===== src/rtl/accalu_pkg.sv =====
package accalu_pkg;

    localparam int DW     = 8;
    localparam int NIB    = 4;
    localparam int MCYC_W = 3;
    localparam int TST_W  = 4;

    typedef enum logic [2:0] {
        OP_ADD = 3'd0,
        OP_ADC = 3'd1,
        OP_SUB = 3'd2,
        OP_SBC = 3'd3,
        OP_OR  = 3'd6,
        OP_CP  = 3'd7
    } alu_op_e;

    typedef enum logic [1:0] {
        SRC_REG = 2'd0,
        SRC_IMM = 2'd1,
        SRC_PTR = 2'd2,
        SRC_IDX = 2'd3
    } src_e;

    typedef struct packed {
        logic s;
        logic z;
        logic h;
        logic pv;
        logic n;
        logic c;
    } flags_t;

    typedef struct packed {
        logic [MCYC_W-1:0] mcyc;
        logic [TST_W-1:0]  tst;
    } timing_t;

    typedef struct packed {
        logic [DW-1:0] acc;
        flags_t        fl;
    } alu_res_t;

    function automatic logic even_parity(input logic [DW-1:0] v);
        return ~(^v);
    endfunction

    function automatic logic op_known(input logic [2:0] code);
        return !(code == 3'd4 || code == 3'd5);
    endfunction

    function automatic timing_t src_timing(input src_e s);
        timing_t t;
        case (s)
            SRC_REG: t = '{mcyc: MCYC_W'(1), tst: TST_W'(4)};
            SRC_IMM,
            SRC_PTR: t = '{mcyc: MCYC_W'(2), tst: TST_W'(7)};
            default: t = '{mcyc: MCYC_W'(4), tst: TST_W'(15)};
        endcase
        return t;
    endfunction

endpackage


===== src/rtl/accalu_opnd.sv =====
module accalu_opnd
    import accalu_pkg::*;
#(
    parameter int NREG  = 8,
    localparam int IDX_W = $clog2(NREG)
) (
    input  src_e                 src,
    input  logic [IDX_W-1:0]     idx,
    input  logic [NREG*DW-1:0]   bank_flat,
    input  logic [DW-1:0]        imm,
    input  logic [DW-1:0]        mem,
    output logic [DW-1:0]        operand
);

    logic [DW-1:0] bank [NREG];

    for (genvar g = 0; g < NREG; g++) begin : g_unpack
        assign bank[g] = bank_flat[g*DW +: DW];
    end

    always_comb begin
        case (src)
            SRC_REG: operand = bank[idx];
            SRC_IMM: operand = imm;
            default: operand = mem;
        endcase
    end

endmodule


===== src/rtl/accalu_core.sv =====
module accalu_core
    import accalu_pkg::*;
(
    input  alu_op_e        op,
    input  logic [DW-1:0]  a,
    input  logic [DW-1:0]  b,
    input  logic           cin,
    output alu_res_t       res
);

    logic          is_sub;
    logic          ci;
    logic          cadd;
    logic [DW-1:0] b_eff;
    logic [DW:0]   wide;
    logic [NIB:0]  nib;
    logic [DW-1:0] r;

    always_comb begin
        is_sub = (op == OP_SUB) || (op == OP_SBC) || (op == OP_CP);
        ci     = ((op == OP_ADC) || (op == OP_SBC)) && cin;
        b_eff  = is_sub ? ~b : b;
        cadd   = is_sub ? ~ci : ci;
        wide   = {1'b0, a} + {1'b0, b_eff} + {{DW{1'b0}}, cadd};
        nib    = {1'b0, a[NIB-1:0]} + {1'b0, b_eff[NIB-1:0]} + {{NIB{1'b0}}, cadd};

        if (op == OP_OR) begin
            r        = a | b;
            res.fl.h = 1'b0;
            res.fl.n = 1'b0;
            res.fl.c = 1'b0;
            res.fl.pv = even_parity(r);
        end else begin
            r         = wide[DW-1:0];
            res.fl.h  = nib[NIB] ^ is_sub;
            res.fl.n  = is_sub;
            res.fl.c  = wide[DW] ^ is_sub;
            res.fl.pv = (a[DW-1] == b_eff[DW-1]) && (r[DW-1] != a[DW-1]);
        end
        res.fl.s = r[DW-1];
        res.fl.z = (r == '0);
        res.acc  = (op == OP_CP) ? a : r;
    end

endmodule


===== src/rtl/accalu.sv =====
module accalu
    import accalu_pkg::*;
#(
    parameter int NREG  = 8,
    localparam int IDX_W = $clog2(NREG)
) (
    input  logic                clk,
    input  logic                rst,
    input  logic                issue,
    input  logic [2:0]          op_code,
    input  logic [1:0]          src_sel,
    input  logic [IDX_W-1:0]    reg_idx,
    input  logic [NREG*DW-1:0]  reg_bank,
    input  logic [DW-1:0]       imm_byte,
    input  logic [DW-1:0]       mem_byte,
    input  logic [DW-1:0]       acc_in,
    input  logic                carry_in,
    output logic                out_valid,
    output logic [DW-1:0]       acc_out,
    output logic [5:0]          flags_out,
    output logic [MCYC_W-1:0]   mcyc_out,
    output logic [TST_W-1:0]    tstate_out
);

    logic [DW-1:0] operand;
    alu_res_t      res_c;
    alu_res_t      res_q;
    timing_t       tim_q;
    logic          accept;

    accalu_opnd #(.NREG(NREG)) u_opnd (
        .src       (src_e'(src_sel)),
        .idx       (reg_idx),
        .bank_flat (reg_bank),
        .imm       (imm_byte),
        .mem       (mem_byte),
        .operand   (operand)
    );

    accalu_core u_core (
        .op  (alu_op_e'(op_code)),
        .a   (acc_in),
        .b   (operand),
        .cin (carry_in),
        .res (res_c)
    );

    assign accept = issue && op_known(op_code);

    always_ff @(posedge clk) begin
        if (rst) begin
            res_q     <= '0;
            tim_q     <= '0;
            out_valid <= 1'b0;
        end else begin
            out_valid <= accept;
            if (accept) begin
                res_q <= res_c;
                tim_q <= src_timing(src_e'(src_sel));
            end
        end
    end

    assign acc_out    = res_q.acc;
    assign flags_out  = res_q.fl;
    assign mcyc_out   = tim_q.mcyc;
    assign tstate_out = tim_q.tst;

endmodule


===== config.mk =====
export PLATFORM = sky130hd
export DESIGN_NAME = accalu
export DESIGN_NICKNAME = d
export VERILOG_FILES = /design/src/rtl/accalu_pkg.sv /design/src/rtl/accalu_opnd.sv /design/src/rtl/accalu_core.sv /design/src/rtl/accalu.sv
export SDC_FILE = /design/constraint.sdc
export NUM_CORES = 1
export LEC_CHECK = 0
export BUFFER_PORTS_ARGS = -buffer_cell sky130_fd_sc_hd__buf_4
export CAP_MARGIN = 20
export CORE_MARGIN = 10
export CORE_UTILIZATION = 40
export DETAILED_ROUTE_END_ITERATION = 10
export GPL_TIMING_DRIVEN = 0
export PLACE_DENSITY_LB_ADDON = 0.3
export SLEW_MARGIN = 10
export SYNTH_ARGS = -nofsm -noshare
export SYNTH_HDL_FRONTEND = slang
export SYNTH_HIERARCHICAL = 1
export SYNTH_SLANG_ARGS = --single-unit

===== constraint.sdc =====
create_clock -name clk -period 5 [get_ports clk]
set_clock_uncertainty 0.1 [all_clocks]
set_input_delay 0.75 -clock clk [delete_from_list [all_inputs] [get_ports clk]]
set_output_delay 0.75 -clock clk [all_outputs]
set_load 0.01 [all_outputs]

==> results.md, run 1 <==
- Result of the run: completed
- Gate Count Post-Synth: roughly 280
- Setup repair after global routing missed its margin: no
- Register area share after synthesis: approximately 16%
- Worst IR drop on VDD: roughly 0.18 mV
- Max-cap violation count: 0
- P&R area growth vs syn: 42.56%
- Achievable Freq: around 230 MHz
- Slowest cell on crit path: o31ai_1
- Total of cells resized after clock tree synthesis: 0
- Net count of the finished layout: 514
- Placer Congestion: between 0.8 and 0.9
- Type of destination of the critical path: register
- Clock Root Buffer: clkbuf_8
- Final number of max-transition violations: 0
- Cells along the critical path: buf_4 > buf_1 > nor2_1 > o21ai_0 > o31ai_1 > xor2_1 > fa_1 > inv_1 > fa_1 > a211oi_1 > nor2_1 > xnor2_1 > nand4b_1 > a21oi_1 > nor4b_2 > nand2b_1 > mux2i_1
- Maximum number of pins on one net before global-route repair: 12
- Synth Net Count: 391
- Final total power: around 0.0007 W
- Post-CTS Repair Setup Buffers: 0
- Class of the most critical hold timing path: reg -> reg
- Unique masters post-synth: 42
- Count of routing violations after the opening detailed-route iteration: 86
- Worst Setup Start Kind: primary input
- H-tree level count: 1
- Number of buffers added to fix hold violations after cts: 0
- Remaining global-route overflow: 0
- HPWL after DPL: 6.900 mm
- CTS tree: yes
- Average wire per cell in the routed design: around 16 µm
- Layout cells sized above 1: 39.40%
- Hold endpoint: flags_out[2]$_SDFFE_PP0P_
- Relative slew margins: roughly 54%
- Most area-consuming cells after synthesis: dfxtp_1 16%, mux2i_1 9.1%, nand2b_1 9.0%, xnor2_1 6.1%, mux4_2 5.6%
- Sinks on the clock net: 20
- Height of the chip: about 98 µm
- Worst hold path stage count: 2
- Actual transition at the worst max-transition pin: about 0.68 ns
- Post-synthesis cell area: between 2000 and 2500 µm²
- DIE WIDTH: between 90 and 100 µm
- Vias/cell: ~5
- Starting density of the core: between 40% and 50%
- Reg2reg start: tstate_out[1]$_SDFFE_PP0P_
- Final wirelength: between 7 and 8 mm
- Synthesized area per cell: 8.714 µm²
- Post-route DRC violation count: 0
- Cell total after placement: around 470
- Destination of the worst register-to-register timing path: tstate_out[1]$_SDFFE_PP0P_
- Top FF cell, synth: dfxtp_1
- Inserted Clock Buffers: 3
- Length in cells of the worst reg-to-reg path: 2
- Vias in the first global route: 2680
- Total routing usage reported by global routing: between 10% and 20%
- Inserted Diodes: 0
- Initial antenna violation count: 0
- Sum of negative setup slack: 0 ns
- Critical path class: in -> reg
- Data required time of the worst path: approximately 5 ns
- Number of buffers inserted by port buffering: 118
- Final worst path period need: around 4.3 ns
- Hold Fails Final Rpt: 0
- Post-route design area: 3466 µm²
- Final core occ: approximately three fifths
- Number of synthesized register bits: 20
- Total power divided by cell area: just over 200 nW/µm²
- Cell taking the most area after synthesis: dfxtp_1
- Leak: between 1.5 and 2 nW
- Placeable core region: ~6000 µm²
- FF-to-FF setup slack: between 4 and 5 ns
- Share of async-settable or async-resettable flops after synthesis: 0%
- Hold path start: flags_out[2]$_SDFFE_PP0P_
- Number of flops mapped to enable cells by yosys: 0
- I/O pin cnt: around 120
- Maximum fanout encountered on the critical timing path: 10
- Row cnt: 28
- Insertion delay of the later-clocked pin in the worst-skew pair: 0.25 ns
- Antenna-violating nets left: 0
- Die ar.: 9596 µm²
- Arr. time, crit path: between 4 and 5 ns
- Critical Path Max Stage Delay: ~0.42 ns
- Top-area cell type share of the netlist area: between 10% and 20%
- Initial DRT Pass Iterations: 4
- Finished Layout Cells: roughly 480
- Setup violation total in the final timing report: 0
- Total number of vias: roughly 2.4k
- Count of warnings emitted by yosys: 6
- Worst-case clock buffer depth: 2
- Crit share post-route: 86.86%
- Clock-pin slew on the worst setup and hold paths: 0.07 ns
- Global-route wire length before repair: about 12 mm
- Placed inst area: approximately 3400 µm²
how the worst max path moves through the flow:
stage | startpoint | endpoint | slack, ns
final | src_sel[1] | flags_out[4]$_SDFFE_PP0P_ | 0.66
after detailed placement | src_sel[1] | flags_out[4]$_SDFFE_PP0P_ | 0.42
after CTS | src_sel[1] | flags_out[4]$_SDFFE_PP0P_ | 0.67
after floorplan | reg_idx[0] | flags_out[4]$_SDFFE_PP0P_ | 1.07
after global placement | src_sel[1] | flags_out[4]$_SDFFE_PP0P_ | 0.42
after global routing | src_sel[1] | flags_out[4]$_SDFFE_PP0P_ | 0.34
synthesized netlist by cell type (5+ instances only):
cell,count
nor2b_1,20
dfxtp_1,20
mux2_2,11
ha_1,10
a211oi_1,10
clkbuf_1,5
nor2_1,16
mux4_2,6
a22oi_1,8
o21ai_0,13
inv_1,9
nand2_1,6
a21oi_1,16
mux2i_1,22
o31ai_1,11
xnor2_1,17
nand2b_1,35
per-stage QoR:
stage	worst slack [ns]	hold WS [ns]
2_1_floorplan	1.069	0.3926
3_3_place_gp	0.4217	0.3562
3_5_place_dp	0.4204	0.3670
4_1_cts	0.6679	0.3810
5_1_grt	0.3447	0.4058
6_report	0.6570	0.3754
layer usage:
layer  up-vias  track usage (%)  part of all wire (%)
li1       1241                -                     -
met1      1108            15.51                    39
met4         0            5.593                   2.2
met2        75            28.53                    51
met5         -                0                     0
met3        13            5.074                   7.4
cell type report:
cell class,count,area [µm²]
Multi-Input combinational cell,230,1854
Buffer,20,142.6
Sequential cell,20,400.4
Fill cell,549,2455
Timing Repair Buffer,118,885.9
Inverter,9,33.78
Tap cell,75,93.84
Clock buffer,4,55.05
flip-flops by register name, indices dropped and copies added, names as in the netlist:
register / count
flags_out: 6
out_valid: 1
mcyc_out: 3
acc_out: 8
tstate_out: 2
cell families after synthesis:
| kind of cell | after synthesis | share of synthesized area (%) |
|---|---|---|
| buffers and inverters | 29 | 7.256 |
| AND/OR/NAND/NOR | 90 | 21.98 |
| AO/OA/AOI/OAI | 66 | 18.07 |
| multiplexers | 41 | 21.87 |
| XOR/XNOR | 21 | 7.565 |
| flip-flops | 20 | 16.47 |
| adder cells (fa/ha/maj) | 12 | 6.794 |
layout by cell type, fill, tap and decap left out, types with 3 or more instances in the layout:
| master | netlist | final |
|---|---|---|
| dfxtp_1 | 20 | 20 |
| mux2i_1 | 22 | 22 |
| buf_4 | 2 | 120 |
| nand2_1 | 6 | 6 |
| a211oi_1 | 10 | 10 |
| buf_6 | 3 | 3 |
| mux4_2 | 6 | 6 |
| xor2_1 | 4 | 4 |
| nor2_1 | 16 | 16 |
| ha_1 | 10 | 10 |
| o31ai_1 | 11 | 11 |
| inv_1 | 9 | 9 |
| clkbuf_1 | 5 | 5 |
| a22oi_1 | 8 | 8 |
| mux2_2 | 11 | 11 |
| o21ai_0 | 13 | 13 |
| a21oi_1 | 16 | 16 |
| nor2b_1 | 20 | 20 |
| nand2b_1 | 35 | 35 |
| buf_1 | 4 | 4 |
| o21a_1 | 3 | 3 |
| clkbuf_8 | 0 | 4 |
| xnor2_1 | 17 | 17 |
| buf_2 | 4 | 4 |
critical path, delay by kind of cell:
kind | cells | cell delay (ns)
AO/OA/AOI/OAI | 4 | 1.08
AND/OR/NAND/NOR | 5 | 0.97
adder cells (fa/ha/maj) | 2 | 0.63
XOR/XNOR | 2 | 0.49
buffers and inverters | 3 | 0.37
multiplexers | 1 | 0.13
where the power goes:
| part | internal (W) | switching, W | leakage [nW] |
|---|---|---|---|
| sequential | 0.000177 | 0.00000886 | 0.164 |
| clock | 0.0000700 | 0.0000498 | 0.0288 |
| combinational | 0.000211 | 0.000186 | 1.34 |
Note: power is estimated with default switching activity, not from simulation.
==> inputs of run 2 (changes only) <==
- RECOVER_POWER: default -> 50
==> run 2 against run 1 <==
Clock power is essentially flat; sequential share of layout area grew 0.26 points; cell area shrank 2.2%; combinational power shrank 3%; global-route usage is the same; hold slack is essentially flat; critical path type unchanged; critical endpoint unchanged; largest power group unchanged.
==> results.md, run 2 (same netlist as run 1, synthesis figures left out) <==
- Cell total after placement: between 400 and 500
- Placeable core region: around 5900 µm²
- Setup repair after global routing missed its margin: no
- Total of cells resized after clock tree synthesis: 0
- Final core occ: 57.27%
- Result of the run: completed
- Maximum number of pins on one net before global-route repair: 12
- Vias/cell: 5.111
- Destination of the worst register-to-register timing path: tstate_out[1]$_SDFFE_PP0P_
- Cell family with most CP delay: compound AO/OA/AOI/OAI gates
- Finished Layout Cells: 476
- Most frequent standard cell in the layout excluding fill and tap cells: buf_4
- Crit share post-route: 87.06%
- Average wire per cell in the routed design: 16.25 µm
- Leak: around 1.5 nW
- Sinks on the clock net: 20
- Initial antenna violation count: 0
- CTS tree: yes
- Maximum fanout encountered on the critical timing path: 10
- Achievable Freq: approximately 230 MHz
- Worst Setup Start Kind: primary input
- Insertion delay of the later-clocked pin in the worst-skew pair: between 0.2 and 0.3 ns
- Filler Cells Inserted: around 560
- Antenna-violating nets left: 0
- Slowest cell on crit path: o31ai_1
- Max reg flops: 8
- Row cnt: 28
- Total routing usage reported by global routing: 15.36%
- Post-CTS Repair Setup Buffers: 0
- Length in cells of the worst reg-to-reg path: 2
- Max-cap violation count: 0
- Class of the most critical hold timing path: reg -> reg
- Layout cells sized above 1: ~35%
- Type of destination of the critical path: register
- Termination of the worst setup path: flags_out[4]$_SDFFE_PP0P_
- Clock-pin slew on the worst setup and hold paths: roughly 0.07 ns
- Worst IR drop on VDD: 0.1735 mV
- Critical Path Max Stage Delay: ~0.42 ns
- Arr. time, crit path: roughly 4.4 ns
- Total power divided by cell area: around 200 nW/µm²
- I/O pin cnt: 122
- Reg2reg start: tstate_out[1]$_SDFFE_PP0P_
- Number of buffers added to fix hold violations after cts: 0
- P&R area growth vs syn: 39.47%
- Data required time of the worst path: 5.09 ns
- Placer Congestion: ~0.9
- Sum of negative setup slack: 0 ns
- Final total power: 0.0006890 W
- Buffers & Inverters on Critical Path: 3
- Start point of the critical path: src_sel[1]
- Count of routing violations after the opening detailed-route iteration: between 70 and 80
- HPWL after DPL: 6.900 mm
- Inserted Clock Buffers: 3
- Setup violation total in the final timing report: 0
- Remaining global-route overflow: 0
- Vias in the first global route: ~2.7k
- H-tree level count: 1
- Number of stages on the worst setup path: 17
- DIE WIDTH: approximately 98 µm
- Critical path class: in -> reg
- Cells along the critical path: buf_4 > buf_1 > nor2_1 > o21ai_0 > o31ai_1 > xor2_1 > fa_1 > inv_1 > fa_1 > a211oi_1 > nor2_1 > xnor2_1 > nand4b_1 > a21oi_1 > nor4b_2 > nand2b_1 > mux2i_1
- Hold Fails Final Rpt: 0
- Height of the chip: a little under 100 µm
- Actual transition at the worst max-transition pin: around 0.68 ns
- Commonest cells after routing, fill and taps aside: 102 x buf_4, 35 x nand2b_1, 24 x clkbuf_1
- Relative slew margins: around 54%
- Inserted Diodes: 0
- FF-to-FF setup slack: approximately 4.2 ns
- Starting density of the core: roughly two fifths
- Total number of vias: approximately 2.4k
- Initial DRT Pass Iterations: 4
- Global-route wire length before repair: 12.44 mm
- Number of buffers inserted by port buffering: between 100 and 150
- Net count of the finished layout: between 500 and 600
- Post-route DRC violation count: 0
- Final number of max-transition violations: 0
- Clock Root Buffer: clkbuf_8
- Final worst path period need: between 4 and 5 ns
- Worst-case clock buffer depth: 2
- Final wirelength: around 7.7 mm
- Die ar.: about 9600 µm²
## run 2: worst min path at each step
stage	start	end	slack, ns	cells after the start
6_report	flags_out[2]$_SDFFE_PP0P_	flags_out[2]$_SDFFE_PP0P_	0.38	2
5_1_grt	acc_out[6]$_SDFFE_PP0P_	acc_out[6]$_SDFFE_PP0P_	0.41	2
4_1_cts	flags_out[0]$_SDFFE_PP0P_	flags_out[0]$_SDFFE_PP0P_	0.38	2
3_5_place_dp	flags_out[5]$_SDFFE_PP0P_	flags_out[5]$_SDFFE_PP0P_	0.37	2
3_3_place_gp	tstate_out[2]$_SDFFE_PP0P_	tstate_out[2]$_SDFFE_PP0P_	0.36	2
2_1_floorplan	acc_out[0]$_SDFFE_PP0P_	acc_out[0]$_SDFFE_PP0P_	0.39	2
## run 2: worst reg2reg max path, cell delays in order, from the launching register on
cell	delay, ns
dfxtp_1	0.36
a21oi_1	0.05
a211oi_1	0.18
## run 2: cell type report
cell class | count | area (µm²) | area share (%)
Timing Repair Buffer | 118 | 818.3 | 24.13
Tap cell | 75 | 93.84 | 2.768
Inverter | 9 | 33.78 | 0.9963
Sequential cell | 20 | 400.4 | 11.81
Buffer | 20 | 135.1 | 3.985
Multi-Input combinational cell | 230 | 1854 | 54.69
Clock buffer | 4 | 55.05 | 1.624
## run 2: where the power goes
group | total, W | switching [W] | internal [W]
registers | 0.000185 | 0.00000859 | 0.000177
logic | 0.000384 | 0.000186 | 0.000198
clock network | 0.000120 | 0.0000498 | 0.0000700
## run 2: metrics by stage
| stage | cell area, µm² | setup slack, ns | hold WS [ns] |
|---|---|---|---|
| 4_1_cts | 3466 | 0.6679 | 0.3810 |
| 3_3_place_gp | 3411 | 0.4217 | 0.3562 |
| 6_report | 3391 | 0.6472 | 0.3751 |
| 5_1_grt | 3391 | 0.3447 | 0.4052 |
| 2_1_floorplan | 2431 | 1.069 | 0.3926 |
| 3_5_place_dp | 3411 | 0.4204 | 0.3670 |
## run 2: layer usage
layer  routed length (µm)  track usage [%]  part of all wire, %
met1                 3068            15.51                   40
met4                  168            5.593                  2.2
met3                  577            5.074                  7.5
met5                    0                0                    0
met2                 3921            28.53                   51
